**src/rtl/spi_sclk_pkg.sv**
```systemverilog
package spi_sclk_pkg;
  // Command word passed from the sequencing control to the pin/strobe datapath
  typedef struct packed {
    logic hold;        // force SCLK register to the resting level
    logic idleLevel;   // resting level in force this cycle
    logic lead;        // edge away from rest at the coming clock edge
    logic trail;       // edge back to rest at the coming clock edge
    logic start;       // a run begins at the coming clock edge
    logic cpha;        // phase in force this cycle
    logic bypassNext;  // the coming cycle is a running bypass cycle
  } sclk_cmd_t;
endpackage

```
**src/rtl/sclk_ctrl.sv**
```systemverilog
module sclk_ctrl
  import spi_sclk_pkg::*;
#(
  parameter int DIV_W     = 8,
  parameter bit BYPASS_EN = 1'b1
) (
  input  logic             clk,
  input  logic             rstN,
  input  logic [DIV_W-1:0] divCode,
  input  logic             cpol,
  input  logic             cpha,
  input  logic             runReq,
  output sclk_cmd_t        cmd
);
  localparam logic [DIV_W-1:0] BYPASS_CODE = '1;

  logic             running;
  logic             activeHalf;
  logic [DIV_W-1:0] cnt;
  logic [DIV_W-1:0] divShadow;
  logic             cpolS;
  logic             cphaS;

  logic liveBypass;
  logic heldBypass;

  generate
    if (BYPASS_EN) begin : g_bypass
      assign liveBypass = (divCode == BYPASS_CODE);
      assign heldBypass = (divShadow == BYPASS_CODE);
    end else begin : g_nobypass
      assign liveBypass = 1'b0;
      assign heldBypass = 1'b0;
    end
  endgenerate

  logic halfDone, startNow, stopNow, leadNow, trailNow;

  always_comb begin
    halfDone = (cnt == divShadow);
    startNow = !running && runReq;
    stopNow  = running && !runReq && (heldBypass || !activeHalf);
    leadNow  = running && !heldBypass && !activeHalf && runReq && halfDone;
    trailNow = running && !heldBypass && activeHalf && halfDone;

    cmd.hold       = !running || stopNow;
    cmd.idleLevel  = running ? cpolS : cpol;
    cmd.lead       = leadNow;
    cmd.trail      = trailNow;
    cmd.start      = startNow;
    cmd.cpha       = running ? cphaS : cpha;
    cmd.bypassNext = (startNow && liveBypass) || (running && heldBypass && runReq);
  end

  always_ff @(posedge clk or negedge rstN) begin
    if (!rstN) begin
      running    <= 1'b0;
      activeHalf <= 1'b0;
      cnt        <= '0;
      divShadow  <= '0;
      cpolS      <= 1'b0;
      cphaS      <= 1'b0;
    end else if (!running) begin
      divShadow  <= divCode;
      cpolS      <= cpol;
      cphaS      <= cpha;
      cnt        <= '0;
      activeHalf <= 1'b0;
      running    <= runReq;
    end else if (stopNow) begin
      running    <= 1'b0;
      cnt        <= '0;
      activeHalf <= 1'b0;
    end else if (!heldBypass) begin
      if (halfDone) begin
        cnt        <= '0;
        activeHalf <= ~activeHalf;
      end else begin
        cnt <= cnt + 1'b1;
      end
    end
  end

  // the half-period counter never passes the captured divider code
  assert_cnt_bound_R3: assert property (@(posedge clk) disable iff (!rstN)
    (running && !heldBypass) |-> (cnt <= divShadow));

  // settings captured at start stay frozen while running
  assert_shadow_hold_R8: assert property (@(posedge clk) disable iff (!rstN)
    running |=> ($stable(divShadow) && $stable(cpolS) && $stable(cphaS)));

  // a leading edge never starts once the request has been withdrawn
  assert_no_lead_after_stop_R6: assert property (@(posedge clk) disable iff (!rstN)
    (running && !runReq && !activeHalf) |=> !activeHalf);
endmodule

```
**src/rtl/sclk_datapath.sv**
```systemverilog
module sclk_datapath
  import spi_sclk_pkg::*;
#(
  parameter bit BYPASS_EN = 1'b1
) (
  input  logic      clk,
  input  logic      rstN,
  input  sclk_cmd_t cmd,
  output logic      sclk,
  output logic      launchStb,
  output logic      sampleStb
);
  logic sclkReg;
  logic launchQ;
  logic sampleQ;
  logic bypassQ;

  always_ff @(posedge clk or negedge rstN) begin
    if (!rstN) begin
      sclkReg <= 1'b0;
      launchQ <= 1'b0;
      sampleQ <= 1'b0;
      bypassQ <= 1'b0;
    end else begin
      if (cmd.hold)       sclkReg <= cmd.idleLevel;
      else if (cmd.lead)  sclkReg <= ~cmd.idleLevel;
      else if (cmd.trail) sclkReg <= cmd.idleLevel;

      bypassQ <= cmd.bypassNext;
      launchQ <= cmd.bypassNext
               | (cmd.start & ~cmd.cpha & ~cmd.bypassNext)
               | (cmd.lead  &  cmd.cpha)
               | (cmd.trail & ~cmd.cpha);
      sampleQ <= cmd.bypassNext
               | (cmd.lead  & ~cmd.cpha)
               | (cmd.trail &  cmd.cpha);
    end
  end

  generate
    if (BYPASS_EN) begin : g_pin_bypass
      // Bypass: resting level in the high clock phase, active level in the low phase
      assign sclk = bypassQ ? (sclkReg ^ ~clk) : sclkReg;
    end else begin : g_pin_plain
      assign sclk = sclkReg;
    end
  endgenerate

  assign launchStb = launchQ;
  assign sampleStb = sampleQ;

  // no strobe follows a cycle spent idle or stopping
  assert_idle_quiet_R2: assert property (@(posedge clk) disable iff (!rstN)
    (cmd.hold && !cmd.start) |=> (!launchQ && !sampleQ));

  // outside bypass the two strobes are exclusive
  assert_strobe_excl_R9: assert property (@(posedge clk) disable iff (!rstN)
    !bypassQ |-> !(launchQ && sampleQ));

  // every divided SCLK edge is followed by exactly one strobe
  assert_edge_strobe_R4: assert property (@(posedge clk) disable iff (!rstN)
    (cmd.lead || cmd.trail) |=> ($countones({launchQ, sampleQ}) == 1));
endmodule

```
**src/rtl/spi_sclk_gen.sv**
```systemverilog
module spi_sclk_gen
  import spi_sclk_pkg::*;
#(
  parameter int DIV_W     = 8,
  parameter bit BYPASS_EN = 1'b1
) (
  input  logic             clk,
  input  logic             rstN,
  input  logic [DIV_W-1:0] divCode,
  input  logic             cpol,
  input  logic             cpha,
  input  logic             runReq,
  output logic             sclk,
  output logic             launchStb,
  output logic             sampleStb
);
  sclk_cmd_t cmd;

  sclk_ctrl #(.DIV_W(DIV_W), .BYPASS_EN(BYPASS_EN)) u_ctrl (
    .clk(clk), .rstN(rstN), .divCode(divCode), .cpol(cpol),
    .cpha(cpha), .runReq(runReq), .cmd(cmd)
  );

  sclk_datapath #(.BYPASS_EN(BYPASS_EN)) u_dp (
    .clk(clk), .rstN(rstN), .cmd(cmd), .sclk(sclk),
    .launchStb(launchStb), .sampleStb(sampleStb)
  );

  // outputs quiet right after reset
  assert_reset_quiet_R1: assert property (@(posedge clk) disable iff (!rstN)
    $rose(rstN) |-> (!launchStb && !sampleStb));
endmodule

```
**config.mk**
```make
export PLATFORM = sky130hd
export DESIGN_NAME = spi_sclk_gen
export DESIGN_NICKNAME = d
export VERILOG_FILES = /design/src/rtl/spi_sclk_pkg.sv /design/src/rtl/sclk_ctrl.sv /design/src/rtl/sclk_datapath.sv /design/src/rtl/spi_sclk_gen.sv
export SDC_FILE = /design/constraint.sdc
export NUM_CORES = 1
export LEC_CHECK = 0
export ABC_CLOCK_PERIOD_IN_PS = 1800
export BUFFER_PORTS_ARGS = -buffer_cell sky130_fd_sc_hd__buf_2
export CORE_ASPECT_RATIO = 0.8
export CORE_MARGIN = 5
export CORE_UTILIZATION = 48
export DETAILED_ROUTE_END_ITERATION = 6
export GPL_TIMING_DRIVEN = 0
export PLACE_DENSITY_LB_ADDON = 0.2
export SYNTH_ARGS = -nofsm -noshare
export SYNTH_HDL_FRONTEND = slang
export SYNTH_SLANG_ARGS = --single-unit
```
**constraint.sdc**
```tcl
create_clock -name clk -period 1.8 [get_ports clk]
set_input_delay 0 -clock clk [delete_from_list [all_inputs] [get_ports clk]]
set_output_delay 0 -clock clk [all_outputs]
set_load 0.02 [all_outputs]
```
==> impl_metrics.py, run 1 <==
metrics = {
    "outcome": {
        "status": "complete, but fails checks",
        "violations": "negative setup slack",
    },
    "sta": {
        "clock_skew_ns": 0.00436,
        "fmax_ghz": 0.549,
        "slew_headroom_pct": 64.6,
        "hold_viol_final": 0,
        "period_share_pct": 101,
        "fin_crit_ns": 1.82,
        "rsz0062_at_grt": "true",
        "setup_slack_ns": -0.0228,
        "timing.final.max_slew_violations": 0,
        "tightest_slew_ns": 0.531,
        "setup_viol": 2,
    },
    "critical_path": {
        "required_ns": 2.16,
        "reg2reg_to": "u_dp.sclkReg",
        "end_kind": "flop",
        "timing.rr.start": "u_ctrl.divShadow[0]",
        "slowest_stage": "nor4_4",
        "crit_chain": "xor2_2 -> nor4_4 -> nand2_1 -> a22o_1 -> a32oi_1",
        "path_class": "flop to flop",
        "rrSetupSlack_ns": -0.02,
        "crit_fanout": 5,
        "critical-path-max-stage-delay_ns": 0.47,
        "crit_arrival_ns": 2.18,
        "worstSetupStartpointType": "flop",
        "worst-r2r-cell-count": 5,
    },
    "power": {
        "p_leak_nw": 0.711,
        "peakVddDrop_mv": 0.512,
        "power.density_nw_per_um2": 705,
    },
    "cells_and_area": {
        "areaGrowthSynthToFinish_pct": 27.4,
        "antenna_cells": 0,
        "final_common_cell": "dfrtp_1",
        "layout_common_cells": "22 x dfrtp_1, 16 x buf_2, 12 x dlygate4sd3_1",
        "finalNonFillerCells": 195,
        "nNetsFinal": 174,
        "fill_cells": 202,
        "layout-drive-gt1-share_pct": 30.2,
        "final_area_sq_um": 1650,
    },
    "floorplan": {
        "ios": 16,
        "core_sq_um": 2500,
        "dieArea_sq_um": 3840,
        "die_h_um": 56.4,
        "initial_core_util_pct": 51.7,
        "fp-row-count": 16,
        "die_x_um": 68.0,
    },
    "grt": {
        "gr-total-overflow": 0,
        "antenna_found_initial": 0,
        "grt_pass1_wl_um": 4910,
        "grt_max_degree": 25,
        "first_global_vias": 1096,
        "grtUsageTotal_pct": 17.2,
    },
    "yosys": {
        "synth_nets": 137,
        "synth_top_area_share_pct": 46.5,
        "synthesis.area_sq_um": 1290,
        "ys_seq_elements": 24,
        "async_reset_ff_share_pct": 100,
        "yosysSeqAreaShare_pct": 46.5,
        "ys_types": 38,
        "syn_inst": 123,
        "syn_area_per_cell_sq_um": 10.5,
        "synth_area_leaders": "dfrtp_1 46%, mux2_2 7.8%, xor2_1 5.4%",
        "synth.largest_area_cell": "dfrtp_1",
        "synth_edf_count": 0,
        "yosys_warnings": 0,
        "synth_flop_cell": "dfrtp_1",
    },
    "clocking": {
        "clk_pin_slew_worst_paths_ns": 0.13,
        "clk-insertion-delay-late_ns": 0.43,
        "cts_tree": "yes",
    },
    "drt": {
        "drt-total-wl_um": 2960,
        "drt-vias-per-instance": 5.59,
        "post_drt_wl_per_cell_um": 15.2,
        "first_iter_violations": 92,
        "postRouteAntennaNets": 0,
        "drtPass1Iterations": 4,
        "drc": 0,
        "vias": 1090,
    },
    "place": {
        "globalplace.congestion": 0.864,
        "dp_cells": 174,
        "place_area_sq_um": 1410,
        "dp_hpwl_um": 2060,
        "io_buffers": 15,
    },
    "hold_path": {
        "hp-class": "input port to asynchronous set/reset pin",
    },
    "flow_run": {
        "drv_cap": 0,
    },
}
## area by class of cell
class / count / area, sq um / area share [%]
clock buffer: 8 / 63.8 / 3.88
tap: 36 / 45.0 / 2.74
buffer: 3 / 16.3 / 0.988
sequential: 24 / 603 / 36.6
multi-input combinational: 90 / 691 / 41.9
inverter: 6 / 22.5 / 1.37
timing repair buffer: 28 / 205 / 12.5
## critical path, delay by kind of cell, from the launching register on
kind            cells  cell delay [ns]
flops               1             0.44
xor+xnor            1             0.21
simple gates        2             0.68
compound gates      2             0.42
## sequential cells by signal, summed over array words and instances (netlist names)
name               flops
u_ctrl.running         1
u_ctrl.cnt             8
u_dp.sampleStb         1
u_dp.launchStb         1
u_ctrl.divShadow       8
u_ctrl.activeHalf      1
u_ctrl.cphaS           1
u_dp.sclkReg           1
u_ctrl.cpolS           1
u_dp.bypassQ           1
## through the flow
| stage | setup TNS, ns | worst slack, ns | total power, mW | hold slack [ns] | util (%) |
|---|---|---|---|---|---|
| finish | -0.0358 | -0.0228 | 1.16 | 0.0634 | 65.8 |
| global route | -0.351 | -0.0756 | 1.22 | 0.120 | 65.8 |
| CTS | 0 | 0.00242 | 1.16 | 0.0765 | 63.8 |
| detailed placement | 0 | 0.0157 | 0.762 | 0.0112 | 56.5 |
| global placement | 0 | 0.0601 | 0.756 | 0.00433 | 56.5 |
| floorplan | 0 | 0.175 | 0.707 | -0.296 | - |
## logic make-up after synthesis
| family | count (synthesis) | share of synthesized area [%] |
|---|---|---|
| buffers and inverters | 9 | 3.00 |
| xor gates and xnor gates | 9 | 6.10 |
| adders and majority gates | 1 | 0.968 |
| DFF | 24 | 46.5 |
| AOI/OAI and AO/OA | 28 | 15.0 |
| muxes | 13 | 10.9 |
| and+or+nand+nor | 39 | 17.5 |
## routing by layer
layer	part of all wire (%)	vias to the layer above	wire, um	GRT usage (%)
li1	-	522	-	-
met1	45	522	1320	22.7
met2	48	39	1430	25.3
met3	5.8	7	171	7.58
met4	1.3	0	38	4.82
met5	0	-	0	0
## worst max-delay path by stage
stage / startpoint / endpoint / slack [ns] / cells after the start
6_report: u_ctrl.divShadow[0] / u_dp.sclkReg / -0.02 / 5
5_1_grt: u_ctrl.divShadow[0] / u_dp.sclkReg / -0.08 / 5
3_3_place_gp: u_ctrl.cnt[4] / u_dp.launchStb / 0.06 / 5
4_1_cts: u_ctrl.running / u_ctrl.cnt[7] / 0.002 / 6
2_1_floorplan: u_ctrl.cnt[7] / u_dp.launchStb / 0.18 / 5
3_5_place_dp: u_ctrl.cnt[5] / u_ctrl.cnt[6] / 0.02 / 5
## synth_stat cells, types with 2 or more instances
cell and count:
inv_1 5, a31oi_1 3, nand4_1 4, dfrtp_1 24
nand3_1 6, nor3_1 2, xor2_1 8, a21oi_1 4
mux2_2 9, nor4_4 2, nand2b_1 2, nand2_1 11
nor2_1 7, o21ai_0 9, mux2i_1 4
## power by group
| group | switching [mW] | leakage (nW) | internal, mW | total [mW] |
|---|---|---|---|---|
| combinational | 0.0903 | 0.366 | 0.0808 | 0.171 |
| sequential | 0.0279 | 0.303 | 0.569 | 0.597 |
| clock | 0.185 | 0.0422 | 0.207 | 0.393 |
| total | 0.304 | 0.711 | 0.857 | 1.16 |
## what timing repair did
item,in CTS,in global routing
setup endpoints to repair,1,9
buffers inserted,0,2
resized for setup,1,6
hold buffers,12,0
endpoints found under the hold margin,38,0
pin swaps,1,4
Power figures use the tool's default switching activity.
==> run 2, diff against run 1 <==
Settings changed: PLACE_DENSITY from default to 0.7, PLACE_DENSITY_LB_ADDON 0.2 to default.
==> run 2 against run 1 <==
Against the previous run:
- the flow still finishes with violations (negative setup slack)
- register-to-register slack improved by 0.02 ns
- total power shrank 4.5%
- setup slack better by 0.018 ns
- via count increased by 3.5%
- sequential power barely moved
- non-clock buffer count fell by 1
- utilization is 1.7 points lower
- fmax grew 1.0%
==> impl_metrics.py, run 2 (synthesis gave the netlist of run 1 again) <==
metrics = {
    "outcome": {
        "status": "complete, but fails checks",
        "violations": "negative setup slack",
    },
    "cells_and_area": {
        "areaGrowthSynthToFinish_pct": 24.2,
        "final_area_sq_um": 1610,
        "nNetsFinal": 173,
        "reg.largest.list": "u_ctrl.cnt (8), u_ctrl.divShadow (8)",
        "finalNonFillerCells": 193,
        "final_common_cell": "dfrtp_1",
        "antenna_cells": 0,
        "final_util_pct": 64.1,
        "layout_common_cells": "24 x dfrtp_1, 16 x buf_2, 12 x dlygate4sd3_1",
        "layout-drive-gt1-share_pct": 28.0,
    },
    "floorplan": {
        "ios": 16,
        "dieArea_sq_um": 3840,
        "fp-row-count": 16,
        "core_sq_um": 2500,
        "die_x_um": 68.0,
        "die_h_um": 56.4,
        "initial_core_util_pct": 51.7,
    },
    "sta": {
        "fmax_ghz": 0.554,
        "fin_crit_ns": 1.80,
        "tightest_slew_ns": 0.530,
        "setup_slack_ns": -0.00467,
        "period_share_pct": 100,
        "timing.final.max_slew_violations": 0,
        "hold_viol_final": 0,
        "slew_headroom_pct": 64.7,
        "setup_viol": 2,
        "fin_setup_tns_ns": -0.00805,
        "rsz0062_at_grt": "true",
        "timing.hold.ws_ns": 0.0711,
        "clock_skew_ns": 0.00612,
    },
    "critical_path": {
        "worst-path-stages": 5,
        "path_class": "flop to flop",
        "end_kind": "flop",
        "worstSetupStartpointType": "flop",
        "critPathTopFamily": "compound AO/OA/AOI/OAI gates",
        "required_ns": 2.15,
        "crit_chain": "xor2_1 -> nor4_4 -> a2111oi_2 -> a41oi_1 -> a31oi_1",
        "slowest_stage": "a2111oi_2",
        "worst-r2r-cell-count": 5,
        "crit_fanout": 4,
        "crit_arrival_ns": 2.15,
        "rrSetupSlack_ns": -0.005,
        "critical-path-max-stage-delay_ns": 0.51,
        "cp_num_buf_inv": 0,
    },
    "drt": {
        "drc": 0,
        "postRouteAntennaNets": 0,
        "first_iter_violations": 80,
        "post_drt_wl_per_cell_um": 16.1,
        "drt-vias-per-instance": 5.84,
        "drt-total-wl_um": 3100,
        "vias": 1128,
        "drtPass1Iterations": 4,
    },
    "grt": {
        "grt_max_degree": 25,
        "antenna_found_initial": 0,
        "first_global_vias": 1093,
        "grt_pass1_wl_um": 4970,
        "grtUsageTotal_pct": 17.6,
        "gr-total-overflow": 0,
    },
    "power": {
        "p_leak_nw": 0.699,
        "p_total_mw": 1.11,
        "power.density_nw_per_um2": 690,
        "peakVddDrop_mv": 0.564,
    },
    "place": {
        "place_area_sq_um": 1410,
        "dp_cells": 174,
        "post-place-ws_ns": 0.0146,
        "dp_hpwl_um": 2080,
        "io_buffers": 15,
        "globalplace.congestion": 0.910,
    },
    "hold_path": {
        "hp-class": "input port to asynchronous set/reset pin",
    },
    "clocking": {
        "cts_tree": "yes",
        "clk_pin_slew_worst_paths_ns": 0.12,
        "clk-insertion-delay-late_ns": 0.42,
    },
    "flow_run": {
        "drv_cap": 0,
    },
}
## run 2: path summary, 6_finish.rpt
check,from,endpoint
worst max-delay path,u_ctrl.divShadow[1],u_ctrl.cnt[6]
worst min-delay path,rstN,u_ctrl.cnt[1]
worst max register to register,u_ctrl.divShadow[1],u_ctrl.cnt[6]
worst min register to register,u_ctrl.cnt[6],u_ctrl.cnt[6]
max in group asynchronous,rstN,u_ctrl.cnt[7]
min in group clk,cpha,u_dp.launchStb
## run 2: what timing repair did
item / in CTS / in global routing
pin swaps: 0 / 1
endpoints found under the hold margin: 39 / 0
hold buffers: 12 / 0
resized for setup: 0 / 5
setup endpoints to repair: 1 / 9
gates cloned: 0 / 0
setup buffers: 0 / 1
## run 2: per-layer routing
metal  routed length [um]  up-vias  track usage [%]  part of all wire (%)
met5                    0        -                0                     0
met3                  240        6             6.79                   7.7
li1                     -      524                -                     -
met1                 1370      539             23.0                    44
met4                   31        0             7.37                   1.0
met2                 1460       59             25.7                    47
## run 2: layout make-up
cell class	count	area, sq um
Timing Repair Buffer	27	198
Inverter	6	22.5
Fill cell	212	897
Buffer	3	16.3
Tap cell	36	45.0
Clock buffer	7	50.0
Multi-Input combinational cell	90	673
Sequential cell	24	601
## run 2: worst reg2reg max path, stage by stage, from the launching register on
cell       delay [ns]
dfrtp_1          0.43
xor2_1           0.30
nor4_4           0.12
a2111oi_2        0.51
a41oi_1          0.18
a31oi_1          0.18
## run 2: power breakdown
part | total (mW) | internal [mW] | switching (mW)
clock network | 0.342 | 0.162 | 0.180
registers | 0.595 | 0.569 | 0.0266
logic | 0.170 | 0.0774 | 0.0931
total | 1.11 | 0.808 | 0.300
